$ cat config.mk
export PLATFORM = sky130hd
export DESIGN_NAME = snd_mailbox
export DESIGN_NICKNAME = d
export VERILOG_FILES = /design/src/rtl/snd_mailbox_pkg.sv /design/src/rtl/mbx_flag_cell.sv /design/src/rtl/mbx_status.sv /design/src/rtl/mbx_host_port.sv /design/src/rtl/mbx_cop_port.sv /design/src/rtl/snd_mailbox.sv
export SDC_FILE = /design/constraint.sdc
export NUM_CORES = 1
export LEC_CHECK = 0
export ABC_AREA = 0
export BUFFER_PORTS_ARGS = -buffer_cell sky130_fd_sc_hd__buf_2
export CORE_UTILIZATION = 53
export DETAILED_ROUTE_END_ITERATION = 8
export HOLD_SLACK_MARGIN = 0.12
export PLACE_DENSITY = 0.86
export SYNTH_ARGS = -nofsm -noshare
export SYNTH_HDL_FRONTEND = slang
export SYNTH_SLANG_ARGS = --single-unit
$ cat constraint.sdc
create_clock -name clk -period 5.6 [get_ports clk]
set_input_delay 1.12 -clock clk [delete_from_list [all_inputs] [get_ports clk]]
set_output_delay 1.12 -clock clk [all_outputs]
set_load 0.02 [all_outputs]
$ cat src/rtl/snd_mailbox_pkg.sv
// Shared constants for the mailbox: port addresses on both sides and
// the positions of the two status flags.
package snd_mailbox_pkg;
    localparam int MBX_DW = 8;
    localparam int MBX_AW = 8;

    // host side addresses (low address byte)
    localparam logic [MBX_AW-1:0] H_STAT_CMD = 8'hBB;
    localparam logic [MBX_AW-1:0] H_DATA     = 8'hB3;
    localparam logic [MBX_AW-1:0] H_CTRL     = 8'h33;

    // coprocessor side ports
    localparam logic [MBX_AW-1:0] C_PAGE     = 8'h00;
    localparam logic [MBX_AW-1:0] C_CMD      = 8'h01;
    localparam logic [MBX_AW-1:0] C_HDATA    = 8'h02;
    localparam logic [MBX_AW-1:0] C_REPLY    = 8'h03;
    localparam logic [MBX_AW-1:0] C_STAT     = 8'h04;
    localparam logic [MBX_AW-1:0] C_ACK      = 8'h05;
    localparam logic [MBX_AW-1:0] C_VOL0     = 8'h06;
    localparam logic [MBX_AW-1:0] C_LD_DATA  = 8'h0A;
    localparam logic [MBX_AW-1:0] C_LD_CMD   = 8'h0B;

    // flag indices inside the flag array
    localparam int FLAG_CMD  = 0;
    localparam int FLAG_DATA = 1;
    localparam int NFLAGS    = 2;

    // control byte bit positions
    localparam int CTL_RST_BIT = 7;
    localparam int CTL_NMI_BIT = 6;
    localparam int CTL_LED_BIT = 5;

    // volume register keeps six bits; bit 5 feeds the command flag load
    localparam int VOL_W       = 6;
    localparam int VOL_SRC_BIT = 5;
endpackage

$ cat src/rtl/mbx_flag_cell.sv
// One status flag with set, clear and load requests.
// Priority: set over load over clear. Assumes requests are single-cycle
// strobes sampled on the rising edge; synchronous active-low reset to 0.
module mbx_flag_cell (
    input  logic clk,
    input  logic rst_n,
    input  logic set_i,
    input  logic clr_i,
    input  logic ld_i,
    input  logic ld_val_i,
    output logic q_o
);
    // flag register update with fixed priority
    always_ff @(posedge clk) begin
        if (!rst_n)       q_o <= 1'b0;
        else if (set_i)   q_o <= 1'b1;
        else if (ld_i)    q_o <= ld_val_i;
        else if (clr_i)   q_o <= 1'b0;
    end


    set_wins_chk: assert property (@(posedge clk) disable iff (!rst_n)
        set_i |=> q_o);

    clear_takes_chk: assert property (@(posedge clk) disable iff (!rst_n)
        (clr_i && !set_i && !ld_i) |=> !q_o);

    load_takes_chk: assert property (@(posedge clk) disable iff (!rst_n)
        (ld_i && !set_i) |=> (q_o == $past(ld_val_i)));
endmodule

$ cat src/rtl/mbx_status.sv
// Status register built from the command and data flags.
// Merges the set/clear requests of both sides per flag and presents
// the raw status byte (flags in bit 0 and the top bit, others zero).
module mbx_status
    import snd_mailbox_pkg::*;
#(
    parameter int DW = MBX_DW
) (
    input  logic          clk,
    input  logic          rst_n,
    input  logic [NFLAGS-1:0] h_set_i,
    input  logic [NFLAGS-1:0] h_clr_i,
    input  logic [NFLAGS-1:0] c_set_i,
    input  logic [NFLAGS-1:0] c_clr_i,
    input  logic [NFLAGS-1:0] c_ld_i,
    input  logic [NFLAGS-1:0] c_ld_val_i,
    output logic [DW-1:0] raw_o
);
    localparam int DATA_POS = DW - 1;
    localparam int CMD_POS  = 0;

    logic [NFLAGS-1:0] flag_q;

    // one flag cell per status flag
    for (genvar g = 0; g < NFLAGS; g++) begin : g_flag
        mbx_flag_cell u_cell (
            .clk      (clk),
            .rst_n    (rst_n),
            .set_i    (h_set_i[g] | c_set_i[g]),
            .clr_i    (h_clr_i[g] | c_clr_i[g]),
            .ld_i     (c_ld_i[g]),
            .ld_val_i (c_ld_val_i[g]),
            .q_o      (flag_q[g])
        );
    end

    // place the flags into the status byte
    always_comb begin
        raw_o           = '0;
        raw_o[CMD_POS]  = flag_q[FLAG_CMD];
        raw_o[DATA_POS] = flag_q[FLAG_DATA];
    end
endmodule

$ cat src/rtl/mbx_host_port.sv
// Host-side decoder: command and inbound data registers, the control
// port (reset/NMI pulses, LED) and the host read multiplexer.
// Assumes one strobe at a time on this side; reads are combinational.
module mbx_host_port
    import snd_mailbox_pkg::*;
#(
    parameter int DW = MBX_DW,
    parameter int AW = MBX_AW
) (
    input  logic          clk,
    input  logic          rst_n,
    input  logic [AW-1:0] addr_i,
    input  logic          wr_i,
    input  logic          rd_i,
    input  logic [DW-1:0] wdata_i,
    output logic [DW-1:0] rdata_o,
    input  logic [DW-1:0] status_i,
    input  logic [DW-1:0] reply_i,
    output logic [DW-1:0] cmd_o,
    output logic [DW-1:0] hdata_o,
    output logic [NFLAGS-1:0] set_o,
    output logic [NFLAGS-1:0] clr_o,
    output logic          rst_req_o,
    output logic          nmi_req_o,
    output logic          led_o
);
    localparam logic [DW-1:0] STAT_FILL = ~(DW'(1) | (DW'(1) << (DW - 1)));

    logic cmd_wr, data_wr, data_rd, ctl_wr;

    // address decode of host strobes
    always_comb begin
        cmd_wr  = wr_i && (addr_i == H_STAT_CMD);
        data_wr = wr_i && (addr_i == H_DATA);
        data_rd = rd_i && (addr_i == H_DATA);
        ctl_wr  = wr_i && (addr_i == H_CTRL);
    end

    // flag requests towards the status unit
    always_comb begin
        set_o            = '0;
        clr_o            = '0;
        set_o[FLAG_CMD]  = cmd_wr;
        set_o[FLAG_DATA] = data_wr;
        clr_o[FLAG_DATA] = data_rd;
    end

    // command and inbound data registers
    always_ff @(posedge clk) begin
        if (!rst_n) begin
            cmd_o   <= '0;
            hdata_o <= '0;
        end else begin
            if (cmd_wr)  cmd_o   <= wdata_i;
            if (data_wr) hdata_o <= wdata_i;
        end
    end

    // control port: single-cycle requests and LED latch
    always_ff @(posedge clk) begin
        if (!rst_n) begin
            rst_req_o <= 1'b0;
            nmi_req_o <= 1'b0;
            led_o     <= 1'b0;
        end else begin
            rst_req_o <= ctl_wr && wdata_i[CTL_RST_BIT];
            nmi_req_o <= ctl_wr && wdata_i[CTL_NMI_BIT];
            if (ctl_wr) led_o <= wdata_i[CTL_LED_BIT];
        end
    end

    // host read multiplexer
    always_comb begin
        rdata_o = '1;
        if (rd_i) begin
            case (addr_i)
                H_STAT_CMD: rdata_o = status_i | STAT_FILL;
                H_DATA:     rdata_o = reply_i;
                default:    rdata_o = '1;
            endcase
        end
    end


    rst_req_chk: assert property (@(posedge clk) disable iff (!rst_n)
        (ctl_wr && wdata_i[CTL_RST_BIT]) |=> (rst_req_o && !$past(rst_req_o) || rst_req_o));

    nmi_req_chk: assert property (@(posedge clk) disable iff (!rst_n)
        !wr_i |=> !nmi_req_o);

    led_hold_chk: assert property (@(posedge clk) disable iff (!rst_n)
        !ctl_wr |=> $stable(led_o));
endmodule

$ cat src/rtl/mbx_cop_port.sv
// Coprocessor-side decoder: reply register, page and channel-0 volume
// registers, flag requests (including the two flag-load ports) and the
// coprocessor read multiplexer. Any access means a read or a write strobe.
module mbx_cop_port
    import snd_mailbox_pkg::*;
#(
    parameter int DW = MBX_DW,
    parameter int AW = MBX_AW
) (
    input  logic          clk,
    input  logic          rst_n,
    input  logic [AW-1:0] addr_i,
    input  logic          wr_i,
    input  logic          rd_i,
    input  logic [DW-1:0] wdata_i,
    output logic [DW-1:0] rdata_o,
    input  logic [DW-1:0] status_i,
    input  logic [DW-1:0] cmd_i,
    input  logic [DW-1:0] hdata_i,
    output logic [DW-1:0] reply_o,
    output logic [NFLAGS-1:0] set_o,
    output logic [NFLAGS-1:0] clr_o,
    output logic [NFLAGS-1:0] ld_o,
    output logic [NFLAGS-1:0] ld_val_o
);
    logic          acc;
    logic [DW-1:0] page_q;
    logic [VOL_W-1:0] vol0_q;

    assign acc = wr_i | rd_i;

    // page, volume and reply registers
    always_ff @(posedge clk) begin
        if (!rst_n) begin
            page_q  <= '0;
            vol0_q  <= '0;
            reply_o <= '0;
        end else if (wr_i) begin
            case (addr_i)
                C_PAGE:  page_q  <= wdata_i;
                C_VOL0:  vol0_q  <= wdata_i[VOL_W-1:0];
                C_REPLY: reply_o <= wdata_i;
                default: ;
            endcase
        end
    end

    // flag requests from this side
    always_comb begin
        set_o               = '0;
        clr_o               = '0;
        ld_o                = '0;
        ld_val_o            = '0;
        set_o[FLAG_DATA]    = wr_i && (addr_i == C_REPLY);
        clr_o[FLAG_DATA]    = rd_i && (addr_i == C_HDATA);
        clr_o[FLAG_CMD]     = acc  && (addr_i == C_ACK);
        ld_o[FLAG_DATA]     = acc  && (addr_i == C_LD_DATA);
        ld_val_o[FLAG_DATA] = page_q[0];
        ld_o[FLAG_CMD]      = acc  && (addr_i == C_LD_CMD);
        ld_val_o[FLAG_CMD]  = vol0_q[VOL_SRC_BIT];
    end

    // coprocessor read multiplexer
    always_comb begin
        rdata_o = '1;
        if (rd_i) begin
            case (addr_i)
                C_CMD:   rdata_o = cmd_i;
                C_HDATA: rdata_o = hdata_i;
                C_STAT:  rdata_o = status_i;
                default: rdata_o = '1;
            endcase
        end
    end


    vol_load_chk: assert property (@(posedge clk) disable iff (!rst_n)
        (wr_i && addr_i == C_VOL0) |=> (ld_val_o[FLAG_CMD] == $past(wdata_i[VOL_SRC_BIT])));
endmodule

$ cat src/rtl/snd_mailbox.sv
// Top of the host/coprocessor mailbox. Wires the host decoder, the
// coprocessor decoder and the shared status unit together. Both sides
// run on one clock; synchronous active-low reset.
module snd_mailbox
    import snd_mailbox_pkg::*;
(
    input  logic       clk,
    input  logic       rst_n,
    input  logic [7:0] host_addr,
    input  logic       host_wr,
    input  logic       host_rd,
    input  logic [7:0] host_wdata,
    output logic [7:0] host_rdata,
    input  logic [7:0] cop_addr,
    input  logic       cop_wr,
    input  logic       cop_rd,
    input  logic [7:0] cop_wdata,
    output logic [7:0] cop_rdata,
    output logic       cop_reset_req,
    output logic       cop_nmi_req,
    output logic       led
);
    logic [MBX_DW-1:0] status, cmd, hdata, reply;
    logic [NFLAGS-1:0] h_set, h_clr, c_set, c_clr, c_ld, c_ld_val;

    mbx_host_port #(.DW(MBX_DW), .AW(MBX_AW)) u_host (
        .clk       (clk),
        .rst_n     (rst_n),
        .addr_i    (host_addr),
        .wr_i      (host_wr),
        .rd_i      (host_rd),
        .wdata_i   (host_wdata),
        .rdata_o   (host_rdata),
        .status_i  (status),
        .reply_i   (reply),
        .cmd_o     (cmd),
        .hdata_o   (hdata),
        .set_o     (h_set),
        .clr_o     (h_clr),
        .rst_req_o (cop_reset_req),
        .nmi_req_o (cop_nmi_req),
        .led_o     (led)
    );

    mbx_cop_port #(.DW(MBX_DW), .AW(MBX_AW)) u_cop (
        .clk      (clk),
        .rst_n    (rst_n),
        .addr_i   (cop_addr),
        .wr_i     (cop_wr),
        .rd_i     (cop_rd),
        .wdata_i  (cop_wdata),
        .rdata_o  (cop_rdata),
        .status_i (status),
        .cmd_i    (cmd),
        .hdata_i  (hdata),
        .reply_o  (reply),
        .set_o    (c_set),
        .clr_o    (c_clr),
        .ld_o     (c_ld),
        .ld_val_o (c_ld_val)
    );

    mbx_status #(.DW(MBX_DW)) u_stat (
        .clk        (clk),
        .rst_n      (rst_n),
        .h_set_i    (h_set),
        .h_clr_i    (h_clr),
        .c_set_i    (c_set),
        .c_clr_i    (c_clr),
        .c_ld_i     (c_ld),
        .c_ld_val_i (c_ld_val),
        .raw_o      (status)
    );


    cmd_flag_chk: assert property (@(posedge clk) disable iff (!rst_n)
        (host_wr && host_addr == H_STAT_CMD) |=> status[0]);

    stat_bits_chk: assert property (@(posedge clk) disable iff (!rst_n)
        status[6:1] == 6'b0);
endmodule

# Word-level counts from Yosys, hierarchy flattened
# Cells that the tools add are included.
totals:
  ff_bits: 36
  input_bits: 38
  output_inout_bits: 19
  wordCells: 51
classes:
  eq_ne: 11
  muxes: 10
  n_bitwise: 3
  n_reduce_logical: 17
op_table:
  columns: ["cell", "count"]
  rows:
  - ["equality test 8 x 3 -> 1 bit (second input constant)", 3]
  - ["one-hot mux 8 bit (3 select lines)", 1]
  - ["equality test 8 x 2 -> 1 bit (second input constant)", 2]
  - ["equality test 8 x 4 -> 1 bit (second input constant)", 2]
  - ["equality test 8 bit (second input constant)", 2]
  - ["2-to-1 mux 8 bit", 2]
  - ["one-hot mux 8 bit (2 select lines)", 1]
  - ["logical AND 1 bit", 11]
  - ["equality test 8 x 1 -> 1 bit (second input constant)", 1]
  - ["equality test 8 x 6 -> 1 bit (second input constant)", 1]
  - ["logical NOT 8 bit", 1]
  - ["2-to-1 mux 1 bit", 6]
  - ["AND reduction 2 bit", 3]
  - ["nonzero test 3 bit", 2]
  - ["OR 1 bit", 3]

# Depth between registers and ports, before layout
logic_depth:
  word_depth: 6
  ltp_mapped: 6
  depth_no_buf: 4

# Cells and area by module
# From an unflattened synthesis, not the netlist that was laid out.
hier_totals:
  hier_cells: 202
  area_unflattened_um2: 1804.2
by_module_without_submodules:
  columns: ["mod", "n_inst", "cells_per_inst", "area_per_inst_um2", "seq_area_each_um2"]
  rows:
  - ["mbx_host_port", 1, 95, 883.3, 380.4]
  - ["mbx_cop_port", 1, 88, 764.5, 200.2]
  - ["mbx_flag_cell", 2, 4, 41.3, 20.0]
  - ["mbx_status", 1, 11, 73.8, 0.0]

# Worst setup path before layout
# No wires, ideal clock.
synth_path:
  path_kind: "input port to output port"
  from: "input cop_addr[5]"
  to: "output cop_rdata[1]"
  arrival_time_ns: 2.730
  required_time_ns: 4.480
  slack_ns: 1.750
  stages: 5
  cell_sequence: "or4_1 buf_2 or4b_1 buf_2 a221o_1"
synth_via:
  elab_chain_len: 3
synth_rtl:
  columns: ["element", "line_no", "rtl"]
  rows:
  - ["from (decl)", "snd_mailbox.sv:14", "input logic [7:0] cop_addr,"]
  - ["equality test 8 x 3 -> 1 bit, or another cell as far along", "mbx_cop_port.sv:67", "case (addr_i)"]
  - ["one-hot mux 8 bit (3 select lines) (*)", "mbx_cop_port.sv:67", null]
  - ["2-to-1 mux 8 bit (*)", "mbx_cop_port.sv:66", "if (rd_i) begin"]
  - ["to (decl)", "snd_mailbox.sv:18", "output logic [7:0] cop_rdata,"]
# Mark *: on every way between the ends. The rest lies on a longest branch, timed or not.

# Worst setup path after layout
layout_path:
  from: "input cop_addr[5]"
  to: "output cop_rdata[5]"
# Same word-level chain as after synthesis.

==> metrics <==
fmax about 0.24 GHz; Sw Ratio 0.222; Synth cell types 32; Vias per Instance between 5 and 6; first-pass GRT wire length around 6000 um; CP Capture Type primary output; WL final around 3700 um; final instance area just under 2000 um2; power density over cell area approximately 230 nW/um2; H-Tree Depth 2; Switch Pwr ~98 uW; Post-Place Cell Area roughly 1900 um2; Int Power ~340 uW; WL met3 ~280 um; CTS Hold Bufs 0; RSZ-0062 raised after global routing false; Mapped Nets 205; Tightest Pin Transition between 1 and 1.5 ns; Pre-Repair DR Iteration Count 9; static leakage 0.000773 uW; setup TNS 0 ns; Max Cap Viol 0; remaining global-route overflow 0; Initial Util 0.568; antenna viol nets, final 0; clk_skew ~0.010 ns; setup bufs post-CTS 0; fraction of layout cells with a size suffix above 1 0.306; clock tree buffer depth 2; DRT iter0 DRCs 80; die height approximately 57 um; ys flop type dfxtp_1; Root Driver clkbuf_4; vias in the first global route 1360; CTS tree yes; Yosys Warn Count 0; largest net degree at the start of global routing 32; Remaining DRCs 6; cell repeated most along the worst path buf_2; Clock transition at path regs around 0.090 ns; port buffer count 56; wl on met1 ~1600 um; VDD IR max roughly 0.18 mV; CP Max Fanout 8; Final nets 256; Final setup violation count 0; CTS buffer count 5; status finished, violations left; clock sink count 31; Max-slew headroom 0.247; vias roughly 1500; Post-Syn Area between 1500 and 2000 um2; Core Region around 2800 um2; crit start category input pin; global placer's final weighted congestion roughly 0.78; die area between 3000 and 4000 um2; FP Rows 19; async set-reset flop share out of synthesis 0; Worst path max stage delay between 0.6 and 0.7 ns; crit path DAT just over 3 ns; Die W ~57 um; WS Path Type input pin to primary output; Synth Instances ~170; HP Class flip-flop to flip-flop; DR WL/cell 15.0 um; antenna violations before repair 0; Yosys reg bits 31; gr usage total 0.253; WP data required 4.48 ns; I/O pins 57; post-synthesis average cell area 9.54 um2; routed wl met2 around 1800 um; Hold Fails Final Rpt 0; hpwl dp about 2600 um; slowest CP cell or4b_1; clock period minus worst slack between 4 and 5 ns; area delta synth->final 22.8%; EDFF count, synth 0; Gate power share 0.082; share of the clock period used by the worst path after layout 0.749; final slew viol count 0; post-synthesis sequential area ratio 0.390; worst-skew pair later-pin latency about 0.33 ns; DR top layer met4; clock share of power 0.418; CP delay by family, top simple AND/OR/NAND/NOR gates; failing checks design-rule violations; worst path cell trace buf_2 -> or4_1 -> or4b_1 -> a221o_1 -> buf_2; worst path buffer plus inverter count 2; diode count 0; CTS-repair resized insts 0; Reg power frac 0.500
-- state kept, by name, summed over array words and instances, names as in the netlist --
signal                    count
u_host.hdata_o                8
u_stat.g_flag.u_cell.q_o      2
u_host.led_o                  1
u_host.nmi_req_o              1
u_host.cmd_o                  8
u_host.rst_req_o              1
u_cop.reply_o                 8
u_cop.vol0_q                  1
u_cop.page_q                  1
-- worst paths after layout --
check	slack, ns	cells past startpoint	endpoint	from
setup / recovery	1.40	5	cop_rdata[5]	cop_addr[5]
hold / removal	0.53	2	u_cop.reply_o[5]	u_cop.reply_o[5]
hold reg to reg	0.53	2	u_cop.reply_o[5]	u_cop.reply_o[5]
setup reg to reg	4.66	3	u_stat.g_flag[1].u_cell.q_o	u_cop.page_q[0]
-- synth_stat cells (2+ instances only) --
cell / number / area [um2]
nor3_1: 6 / 30.0
clkbuf_1: 6 / 22.5
nand3b_1: 4 / 30.0
inv_1: 3 / 11.3
nor2b_1: 27 / 169
nor4_1: 3 / 18.8
dfxtp_1: 31 / 621
a22oi_1: 2 / 15.0
o21ai_0: 3 / 15.0
buf_1: 4 / 15.0
nor2_1: 3 / 11.3
a221o_1: 6 / 60.1
buf_2: 4 / 20.0
and3_1: 4 / 25.0
a31oi_1: 3 / 18.8
nand2b_1: 8 / 50.1
nand2_1: 3 / 11.3
nand4b_1: 4 / 35.0
nor3b_1: 3 / 22.5
mux2i_1: 28 / 280
-- cells by family (layout without fill, tap and decap cells) --
| kind of cell | after synthesis | in the layout | synth area share |
|---|---|---|---|
| AO/OA/AOI/OAI | 19 | 19 | 0.0935 |
| XOR/XNOR | 1 | 1 | 0.00550 |
| multiplexers | 28 | 28 | 0.176 |
| flip-flops | 31 | 31 | 0.390 |
| buffers and inverters | 17 | 69 | 0.0432 |
| AND/OR/NAND/NOR | 71 | 71 | 0.292 |
-- power groups by stage --
stage	Combinational [uW]	Sequential, uW	Clock [uW]
floorplan	18.1	226	0
global placement	33.8	226	0
detailed placement	35.5	226	0
CTS	35.9	221	186
global route	39.5	221	195
finish	36.3	221	184
-- worst register-to-register path: stages, from the launching register on --
cell     delay [ns]
dfxtp_1        0.31
inv_1          0.05
nor4b_1        0.34
o41a_1         0.18
-- routing by layer --
metal / up-vias / track usage
li1: 707 / -
met1: 694 / 0.309
met2: 60 / 0.410
met3: 6 / 0.0760
met4: 0 / 0.111
met5: - / 0
-- cell usage in the layout (no fill, tap or decap), types with 2 or more instances in the layout --
cell and instances:
nor3b_1 3, nand2b_1 8, clkbuf_4 5, nand4b_1 4
o21ai_0 3, a22oi_1 2, nand3b_1 4, dfxtp_1 31
inv_1 3, nor4_1 3, a31oi_1 3, nor2b_1 27
and3_1 4, buf_2 56, a221o_1 6, nor2_1 3
nand2_1 3, mux2i_1 28, buf_4 2, nor3_1 6
-- final cells by class --
cell class / count / area (um2)
multi-input combinational: 119 / 903
fill: 220 / 850
timing repair buffer: 58 / 295
clock buffer: 6 / 51.3
sequential: 31 / 621
tap: 31 / 38.8
inverter: 3 / 11.3
clock inverter: 2 / 35.0
-- through the flow --
step	total power [uW]	hold slack, ns	worst slack (ns)	std cells	utilization
2_1_floorplan	244	0.468	1.75	167	-
3_3_place_gp	260	0.490	1.47	242	0.666
3_5_place_dp	261	0.505	1.44	242	0.666
4_1_cts	443	0.531	1.43	250	0.697
5_1_grt	456	0.539	1.38	250	0.697
6_report	441	0.527	1.40	250	0.697
No activity file was read; power rests on OpenSTA's default activity.
